[src/rtl/sdram_line_writer.sv]
module sdram_line_writer #(
  parameter int LINE_WORDS   = 1024,
  parameter int ROWS         = 4096,
  parameter int ADDR_W       = 12,
  parameter int DATA_W       = 8,
  parameter int PWRUP_CYC    = 20000,
  parameter int T_RP         = 2,
  parameter int T_RFC        = 8,
  parameter int T_MRD        = 2,
  parameter int T_RCD        = 2,
  parameter int CAS_LAT      = 2,
  parameter int REFS_PER_GAP = 25,
  parameter int BANK         = 0
) (
  input  logic              clk,
  input  logic              rst_n,
  input  logic              line_start,
  input  logic [DATA_W-1:0] pix_data,
  input  logic              rd_sel,
  input  logic              switch_req,
  output logic [1:0]        cs_n,
  output logic              ras_n,
  output logic              cas_n,
  output logic              we_n,
  output logic [1:0]        ba,
  output logic [ADDR_W-1:0] addr,
  output logic [DATA_W-1:0] dq,
  output logic              dq_oe,
  output logic [$clog2(ROWS)+$clog2(LINE_WORDS)-1:0] last_addr
);
  localparam int COL_W     = $clog2(LINE_WORDS);
  localparam int ROW_CNT_W = $clog2(ROWS);
  localparam int LA_W      = ROW_CNT_W + COL_W;
  localparam int INIT_REFS = 2;
  localparam int CNT_W     = $clog2(PWRUP_CYC + T_RP + T_RFC + T_MRD + T_RCD + 1);
  localparam int RF_W      = $clog2(REFS_PER_GAP + INIT_REFS + 1);
  localparam logic [ADDR_W-1:0] MODE_VAL = ADDR_W'(CAS_LAT * 16 + 7);

  localparam logic [2:0] C_NOP = 3'b111, C_ACT = 3'b011, C_WR = 3'b100,
                         C_BST = 3'b110, C_PRE = 3'b010, C_REF = 3'b001,
                         C_MRS = 3'b000;

  typedef enum logic [3:0] {
    S_PWR, S_IPRE, S_IREF, S_IMRS, S_IDLE, S_ACT, S_WR, S_BST, S_PRE, S_REF, S_WAIT
  } st_t;

  st_t                 st, ret;
  logic [CNT_W-1:0]    cnt;
  logic [RF_W-1:0]     nref;
  logic [ROW_CNT_W-1:0] row;
  logic [COL_W-1:0]    col;
  logic                tgt;
  logic [LA_W-1:0]     last_wr;
  logic [DATA_W-1:0]   dq_q;
  logic [2:0]          cmd;
  logic                init_ph;

  always_ff @(posedge clk) begin
    if (!rst_n) begin
      st        <= S_PWR;
      ret       <= S_IPRE;
      cnt       <= CNT_W'(PWRUP_CYC - 1);
      nref      <= '0;
      row       <= '0;
      col       <= '0;
      tgt       <= 1'b0;
      last_wr   <= '0;
      last_addr <= '0;
      dq_q      <= '0;
    end else begin
      dq_q <= pix_data;
      if (switch_req) last_addr <= last_wr;
      case (st)
        S_PWR: begin
          if (cnt == '0) st <= S_IPRE;
          else cnt <= cnt - 1'b1;
        end
        S_IPRE: begin
          st  <= S_WAIT;
          cnt <= CNT_W'(T_RP - 2);
          ret <= S_IREF;
        end
        S_IREF: begin
          st  <= S_WAIT;
          cnt <= CNT_W'(T_RFC - 2);
          if (nref == RF_W'(INIT_REFS - 1)) begin
            ret  <= S_IMRS;
            nref <= '0;
          end else begin
            ret  <= S_IREF;
            nref <= nref + 1'b1;
          end
        end
        S_IMRS: begin
          st  <= S_WAIT;
          cnt <= CNT_W'(T_MRD - 2);
          ret <= S_IDLE;
        end
        S_IDLE: begin
          if (line_start) begin
            tgt <= ~rd_sel;
            st  <= S_ACT;
          end
        end
        S_ACT: begin
          st  <= S_WAIT;
          cnt <= CNT_W'(T_RCD - 2);
          ret <= S_WR;
        end
        S_WR: begin
          last_wr <= {row, col};
          if (col == COL_W'(LINE_WORDS - 1)) begin
            col <= '0;
            st  <= S_BST;
          end else begin
            col <= col + 1'b1;
          end
        end
        S_BST: st <= S_PRE;
        S_PRE: begin
          row <= (row == ROW_CNT_W'(ROWS - 1)) ? '0 : row + 1'b1;
          st  <= S_WAIT;
          cnt <= CNT_W'(T_RP - 2);
          ret <= S_REF;
        end
        S_REF: begin
          st  <= S_WAIT;
          cnt <= CNT_W'(T_RFC - 2);
          if (nref == RF_W'(REFS_PER_GAP - 1)) begin
            ret  <= S_IDLE;
            nref <= '0;
          end else begin
            ret  <= S_REF;
            nref <= nref + 1'b1;
          end
        end
        S_WAIT: begin
          if (cnt == '0) st <= ret;
          else cnt <= cnt - 1'b1;
        end
        default: st <= S_IDLE;
      endcase
    end
  end

  always_comb begin
    case (st)
      S_IPRE, S_PRE: cmd = C_PRE;
      S_IREF, S_REF: cmd = C_REF;
      S_IMRS:        cmd = C_MRS;
      S_ACT:         cmd = C_ACT;
      S_WR:          cmd = (col == '0) ? C_WR : C_NOP;
      S_BST:         cmd = C_BST;
      default:       cmd = C_NOP;
    endcase
  end

  always_comb begin
    addr = '0;
    case (st)
      S_IPRE: addr[10] = 1'b1;
      S_IMRS: addr = MODE_VAL;
      S_ACT:  addr = ADDR_W'(row);
      default: addr = '0;
    endcase
  end

  assign init_ph = (st == S_IPRE) || (st == S_IREF) || (st == S_IMRS);
  assign cs_n    = (cmd == C_NOP) ? 2'b11 : init_ph ? 2'b00 : (tgt ? 2'b01 : 2'b10);
  assign {ras_n, cas_n, we_n} = cmd;
  assign ba      = 2'(BANK);
  assign dq      = dq_q;
  assign dq_oe   = (st == S_WR);
endmodule


[config.mk]
export PLATFORM = sky130hd
export DESIGN_NAME = sdram_line_writer
export DESIGN_NICKNAME = d
export VERILOG_FILES = /design/src/rtl/sdram_line_writer.sv
export SDC_FILE = /design/constraint.sdc
export NUM_CORES = 1
export LEC_CHECK = 0
export BUFFER_PORTS_ARGS = -buffer_cell sky130_fd_sc_hd__buf_4
export CAP_MARGIN = 20
export CORE_UTILIZATION = 35
export DETAILED_ROUTE_END_ITERATION = 10
export PLACE_DENSITY = 0.53
export SETUP_SLACK_MARGIN = 0.4
export SLEW_MARGIN = 20
export SYNTH_ARGS = -nofsm -noshare
export SYNTH_HDL_FRONTEND = slang
export SYNTH_SLANG_ARGS = --single-unit
[constraint.sdc]
create_clock -name clk -period 2.4 [get_ports clk]
set_clock_uncertainty 0.05 [all_clocks]
set_input_delay 0.48 -clock clk [delete_from_list [all_inputs] [get_ports clk]]
set_output_delay 0.48 -clock clk [all_outputs]
set_load 0.1 [all_outputs]
## Word-level counts from Yosys, hierarchy flattened

Index checks and enable logic that the tools add are counted.
Widths: inputs -> output; s select.

- Bits in registers: 103
- Input port bits: 13
- Output and inout port bits: 50
- Word-level logic and storage cells: 74

- Add/sub/neg operators: 4
- Eq/ne operators: 20
- Multiplexer cells: 23
- Bitwise logic cells: 1
- Reductions and logical operators: 16

Operators with widths:

| cell | number |
|---|---|
| $pmux 4 s6 | 2 |
| $pmux 15 s3 | 1 |
| $mux 4 | 5 |
| $pmux 10 s2 | 1 |
| $pmux 3 s6 | 1 |
| $eq 4x3->1 const B | 4 |
| $logic_not 15->1 | 1 |
| $mux 15 | 1 |
| $sub 15x1->15 const B | 1 |
| $add 12x1->12 const B | 1 |
| $eq 12x12->1 const B | 1 |
| $eq 4x4->1 const B | 3 |
| $mux 12 | 1 |
| $add 10x1->10 const B | 1 |
| $eq 10x10->1 const B | 1 |
| $logic_not 10->1 | 1 |
| $mux 10 | 1 |
| $mux 5 | 2 |
| $pmux 5 s2 | 1 |
| $eq 4x2->1 const B | 2 |
| $mux 2 | 4 |
| $ne 2x2->1 const B | 4 |
| $reduce_bool 6->1 | 1 |
| $reduce_or 2->1 | 3 |
| 17 further kinds | 20 |

## Logic depth before layout (Yosys ltp)

Gate-level depths: netlist of the first run.

- Depth after elaboration: 5
- Mapped depth: 9
- Gate-level depth less buffers: 7

## Worst setup path before layout of the first run

OpenSTA, ideal clock, no wires.

- Path kind: register to output
- Start point: register col[0]
- End point: output port cs_n[1]
- Arrival time: 3.274 ns
- Required time: 1.870 ns
- Path slack: -1.404 ns
- Cell stages (with the launch flop): 7
- Path buffers: 0
- Path through: dfxtp_1 inv_1 ha_1 and4b_1 a21oi_1 nor3b_1 a211oi_1

- Cells in the longest elaborated chain, start to end: 5

RTL lines:

| element | line | RTL |
|---|---|---|
| from (decl) | 51 | `logic [COL_W-1:0] col;` |
| from (signal assigned) | 116 | `col <= col + 1'b1;` |
| $logic_not 10->1 | 152 | `S_WR: cmd = (col == '0) ? C_WR : C_NOP;` |
| $mux 2 | 152 |  |
| $pmux 3 s6 | 147 | `case (st)` |
| $eq 3x3->1 | 169 | `assign cs_n = (cmd == C_NOP) ? 2'b11 : init_ph ? 2'b00 : (tgt ? 2'b01 : 2'b10);` |
| $mux 2 | 169 |  |
| to (decl) | 21 | `output logic [1:0] cs_n,` |

Every way passes these cells.

## Worst setup path after layout of the first run

- Start point: register col[2]
- End point: output port cs_n[1]

Same word-level chain as after synthesis.

==> results of run 1 <==
flip-flops by register name (all words and copies together), names as in the netlist:
signal and cells:
col 10, last_wr 22, tgt 1, last_addr 22
st 4, nref 5, cnt 15, dq 8
ret 4, row 12
cell type report:
cell class | count | area [um2] | area share
Multi-Input combinational cell | 405 | 2780 | 0.421
Clock inverter | 5 | 36.3 | 0.00551
Inverter | 13 | 62.6 | 0.00949
Timing Repair Buffer | 116 | 1150 | 0.175
Clock buffer | 11 | 253 | 0.0384
Tap cell | 172 | 215 | 0.0327
Sequential cell | 103 | 2090 | 0.318
layer usage:
metal  track usage  vias to the layer above  share of wire  wire (um)
li1              -                     2086              -          -
met1         0.231                     1953           0.47       5460
met2         0.289                       60           0.48       5580
met3        0.0304                       14          0.029        332
met4        0.0743                        0          0.018        206
met5             0                        -              0          0
through the flow:
step	hold WS (ps)	area, um2	setup slack (ps)	std cells	util
finish	279	6590	-12.4	825	0.516
global route	273	6590	-63.0	825	0.516
CTS	272	6270	5.83	814	0.491
detailed placement	400	5500	133	771	0.430
global placement	392	5500	208	771	0.430
floorplan	386	4910	18.8	552	-
power breakdown:
| group | switching (mW) | total [mW] | leakage [nW] | internal, mW |
|---|---|---|---|---|
| clock network | 0.656 | 1.42 | 0.147 | 0.768 |
| registers | 0.00662 | 1.72 | 0.840 | 1.71 |
| logic | 0.124 | 0.173 | 1.56 | 0.0484 |
| total | 0.787 | 3.32 | 2.54 | 2.53 |
cells in the mapped netlist (all sizes together), types with 12 or more instances:
| master | count |
|---|---|
| nand4 | 13 |
| nor3 | 16 |
| nor2 | 75 |
| o21ai | 20 |
| buf | 12 |
| and3 | 12 |
| clkbuf | 20 |
| dfxtp | 103 |
| nand2 | 76 |
| xor2 | 19 |
| mux2i | 24 |
| nand3 | 22 |
| a21oi | 42 |
critical path: stages (launching register included):
cell	delay [ps]
dfxtp_4	340
nor4_2	250
and4b_2	310
a21oi_4	80
nor3b_2	280
a211oi_4	80
buf_12	190
logic make-up after synthesis:
group,Yosys count,synth area share
adder cells (fa/ha/maj),7,0.0188
buffers and inverters,45,0.0449
other,1,0.000806
AND/OR/NAND/NOR,261,0.282
flip-flops,103,0.443
AO/OA/AOI/OAI,81,0.104
multiplexers,24,0.0517
XOR/XNOR,29,0.0546
worst max path at each step:
| stage | slack [ps] | depth (start not counted) | endpoint | startpoint |
|---|---|---|---|---|
| CTS | 6 | 6 | cs_n[1] | col[2] |
| finish | -10 | 6 | cs_n[1] | col[2] |
| global route | -60 | 6 | cs_n[1] | col[2] |
| global placement | 210 | 6 | cs_n[1] | col[7] |
| floorplan | 20 | 6 | cs_n[1] | col[0] |
| detailed placement | 130 | 6 | cs_n[1] | col[7] |
timing repair:
action	in CTS	in global routing
resized for setup	69	53
buffers inserted	27	10
pin swaps	13	16
hold buffers	0	0
gates cloned	0	1
setup endpoints to repair	35	36
==> flow_summary.yaml, run 1 <==
cells_and_area:
  final_cell_mix: "93 x dfxtp_1, 87 x buf_4, 72 x nand2_1, 69 x nor2_1, 34 x a21oi_1"
  final_common_cell: "dfxtp_1"
  nNetsFinal: 668
  num_antenna_cells: 0
  area_growth_pct: 41.7
  nFillCells: 1205
  layout-drive-gt1-share: 0.323
synthesis:
  synth-edff-count: 0
  ys.flop_type: "dfxtp_1"
  async_flop_share: 0
  ys_warn_count: 0
  synth_seq_cells: 103
  ys_seq_area_frac: 0.443
  postSynthCellCount: 551
  synth_area_leaders: "dfxtp_1 44%, nand2_1 6.1%, nor2_1 6.0%, mux2i_1 5.2%, a21oi_1 4.4%"
  synth_top_area_share: 0.443
  syn-mean-instance-area_um2: 8.44
  syn-cell-area_um2: 4650
  synth_cell_types: 60
  synth_top_area_cell: "dfxtp_1"
min_path:
  worstHoldPathType: "in2reg"
  holdPathEnd: "dq[7]"
  whs_path_depth: 2
  min_from: "pix_data[7]"
clocking:
  cts_buffers: 9
  cts_tree: "built"
  cts_max_path_buffers: 2
  cts_root_buf: "clkbuf_16"
  insertion_delay_ps: 350
  htree_levels: 3
  clk_pin_slew_ps: 70
  cts.sinks: 103
grt:
  grt_max_degree: 32
  grt_pass1_wl_mm: 18.8
  grt.total_usage: 0.177
  grt_pass1_vias: 3858
  grt_overflow_total: 0
  antenna_found_initial: 0
setup_path:
  worst-endpoint-required_ps: 1870
  worstPathArrival_ps: 1880
  r2r_start: "st[1]"
  cp-start-kind: "flop"
  endpoint_kind: "output pin"
  regToRegEndpoint: "cnt[12]"
  crit_type: "reg2out"
  crit_path_max_fanout: 2
  rrSetupSlack_ps: 490
  r2r_cells: 8
timing:
  period_minus_slack_ps: 2410
  setup_slack_ps: -12.4
  max_freq_mhz: 415
  hold_viol_final: 0
  slew_violations: 0
  finalCritPeriodShare: 1.01
  finalSetupViolCount: 1
  tns_ps: -12.4
  rsz0062_at_grt: "yes"
route:
  drt-initial-drc-count: 118
  vias: 4113
  ant_nets: 0
  routedWlPerCell_um: 14.0
  drtPass1Iterations: 4
  drc: 0
  wirelength_mm: 11.6
  viasPerCell: 4.99
pwr:
  power.density_nw_per_um2: 503
  power.total_mw: 3.32
  vdd_drop_max_uv: 317
  leakage_nw: 2.54
floorplanning:
  fp.dieArea_um2: 13800
  die_y_um: 117
  io-pin-count: 63
  rows: 41
  start_util: 0.364
  die_x_um: 117
  core_um2: 12800
placed_design:
  dp_hpwl_mm: 7.88
  io_buffer_count: 60
  gp_congestion: 0.791
flow_run:
  maxCapViolations: 0
outcome:
  violations: "negative setup slack"
  outcome: "finished, violations left"
Power figures use the tool's default switching activity.
==> run 2: changes to the inputs <==
--- a/config.mk
+++ b/config.mk
@@ -5,6 +5,7 @@
 export SDC_FILE = /design/constraint.sdc
 export NUM_CORES = 1
 export LEC_CHECK = 0
+export ABC_AREA = 1
 export BUFFER_PORTS_ARGS = -buffer_cell sky130_fd_sc_hd__buf_4
 export CAP_MARGIN = 20
 export CORE_UTILIZATION = 35
==> constraint.sdc (replaced) <==
create_clock -name clk -period 2.7 [get_ports clk]
set_clock_uncertainty 0.05 [all_clocks]
set_input_delay 0.54 -clock clk [delete_from_list [all_inputs] [get_ports clk]]
set_output_delay 0.54 -clock clk [all_outputs]
set_load 0.1 [all_outputs]
==> run 2 against run 1 <==
  * The run now ends clean
  * Utilization fell by 4.0 points
  * Power rose by 89%
  * Clock power barely moved
  * Flip-flop and latch count did not move
  * Synthesized cell count rose by 21%
==> flow_summary.yaml, run 2 <==
clocking:
  cts_buffers: 9
  cts.sinks: 103
  cts_root_buf: "clkbuf_16"
  cts_max_path_buffers: 2
  clk_pin_slew_ps: 70
  cts_tree: "built"
  htree_levels: 3
  insertion_delay_ps: 350
  hold_buffers: 0
pwr:
  seqPwrFrac: 0.305
  p_int_mw: 3.53
  power.density_nw_per_um2: 1030
  p_sw_mw: 2.72
  p_comb_frac: 0.466
  p_sw_frac: 0.435
  clkPwrFrac: 0.230
  vdd_drop_max_uv: 919
  leakage_nw: 2.66
setup_path:
  worstSetupEndpoint: "cs_n[1]"
  cp-start-kind: "flop"
  rrSetupSlack_ps: 660
  cp_slowest_stage_delay_ps: 420
  crit_type: "reg2out"
  regToRegEndpoint: "st[3]"
  path_cells: "inv_1, nand2_2, inv_1, nand2_1, nand2_2, o21ai_4, nand2_4, buf_12"
  endpoint_kind: "output pin"
  worst-path-buf-inv: 3
  r2r_start: "cnt[0]"
  worstPathArrival_ps: 1690
  r2r_cells: 9
  cp_top_family: "flip-flops"
  worst-endpoint-required_ps: 2110
  crit_cells: 8
  critPathSlowestCell: "dfxtp_4"
  crit_path_max_fanout: 7
  critPathLaunch: "st[1]"
timing:
  slew_violations: 0
  hold_ws_ps: 320
  finalCritPeriodShare: 0.845
  finalSetupViolCount: 0
  period_minus_slack_ps: 2280
  hold_viol_final: 0
  max_freq_mhz: 438
  tns_ps: 0
  relSlewSlack: 0.564
  worstMarginPinSlew_ps: 654
  rsz0062_at_grt: "yes"
synthesis:
  ys_warn_count: 0
  synth_area_leaders: "dfxtp_1 44%, nor2_1 10%, nand2_1 9.3%, o21ai_0 6.3%, a21oi_1 4.7%"
  postSynthCellCount: 664
  ys.flop_type: "dfxtp_1"
  synth-edff-count: 0
  yosysMostFrequentCell: "nor2_1"
  syn-cell-area_um2: 4690
  synthTopCellsByCount: "130 x nor2_1, 116 x nand2_1, 103 x dfxtp_1"
  synth_top_area_share: 0.439
  async_flop_share: 0
  synth_top_area_cell: "dfxtp_1"
  synth_cell_types: 38
  synth_seq_cells: 103
  syn-mean-instance-area_um2: 7.07
  ys_seq_area_frac: 0.439
floorplanning:
  core_um2: 12800
  io-pin-count: 63
  fp.dieArea_um2: 13900
  die_y_um: 118
  die_x_um: 118
  rows: 41
  start_util: 0.366
grt:
  grt_pass1_wl_mm: 19.5
  grt_overflow_total: 0
  antenna_found_initial: 0
  grt_max_degree: 47
  grt.total_usage: 0.174
  grt_pass1_vias: 4194
cells_and_area:
  area_growth_pct: 30.0
  regArea_um2: 2100
  final_cell_mix: "119 x nor2_1, 110 x nand2_1, 91 x dfxtp_1, 57 x buf_4"
  multi_input_area_um2: 2420
  nNetsFinal: 745
  top_regs: "last_addr (22), last_wr (22), cnt (15)"
  layout-drive-gt1-share: 0.216
  nFillCells: 1320
  num_antenna_cells: 0
  final_common_cell: "nor2_1"
route:
  wirelength_mm: 11.9
  ant_nets: 0
  viasPerCell: 4.91
  vias: 4431
  drtPass1Iterations: 4
  drc: 0
  drt-initial-drc-count: 139
  routedWlPerCell_um: 13.2
outcome:
  outcome: "finished, final reports clean"
flow_run:
  maxCapViolations: 0
placed_design:
  io_buffer_count: 60
  dp_hpwl_mm: 7.86
  gp_congestion: 0.842
min_path:
  worstHoldPathType: "in2reg"
==> run 2: final cells by class <==
| class | instances | area share |
|---|---|---|
| clock inverters | 5 | 0.0142 |
| flip-flops and latches | 103 | 0.344 |
| well taps | 172 | 0.0353 |
| repair buffers | 77 | 0.129 |
| inverters | 66 | 0.0419 |
| clock buffers | 11 | 0.0398 |
| multi-input cells | 468 | 0.396 |
==> run 2: metrics by stage <==
stage	setup slack [ps]	util	cell area (um2)	power, mW	cells
after floorplan	-110	-	4720	3.89	665
after global placement	447	0.411	5280	4.30	875
after detailed placement	452	0.411	5280	4.30	875
after CTS	364	0.455	5830	6.13	897
after global routing	315	0.476	6100	6.62	902
final	417	0.476	6100	6.25	902
==> run 2: logic make-up after synthesis <==
logic type	synth area share
xor gates and xnor gates	0.0224
adders and majority gates	0.0187
AOI/OAI and AO/OA	0.133
other	0.000799
buffers and inverters	0.0853
and+or+nand+nor	0.300
DFF	0.439
==> run 2: repair_timing <==
item / CTS / global route
endpoints found under the setup margin: 11 / 16
resized for setup: 52 / 59
buffers inserted: 5 / 5
pin swaps: 5 / 9
cloned: 1 / 0
==> run 2: worst min-delay path by stage <==
stage / start / cells after the start / end
after floorplan: ret[0] / 2 / ret[0]
after global placement: tgt / 2 / tgt
after detailed placement: ret[3] / 2 / ret[3]
after CTS: pix_data[0] / 3 / dq[0]
after global routing: pix_data[0] / 3 / dq[0]
final: pix_data[0] / 3 / dq[0]
==> run 2: tightest hold or removal path, stage by stage <==
cell	delay, ps
buf_4	80
nand2_1	40
inv_1	40
==> run 2: layer usage <==
layer  GRT usage  up-vias  part of all wire
met4      0.0833        0             0.023
met2       0.283       84              0.48
met3      0.0368       16             0.036
met5           0        -                 0
met1       0.217     2080              0.46
li1            -     2251                 -
==> run 2: power by group through the flow <==
stage / logic (mW) / clock network [mW] / registers (mW)
floorplan: 1.82 / 0 / 2.06
global placement: 2.40 / 0 / 1.90
detailed placement: 2.40 / 0 / 1.91
CTS: 2.77 / 1.48 / 1.88
global route: 3.13 / 1.55 / 1.94
finish: 2.91 / 1.44 / 1.91
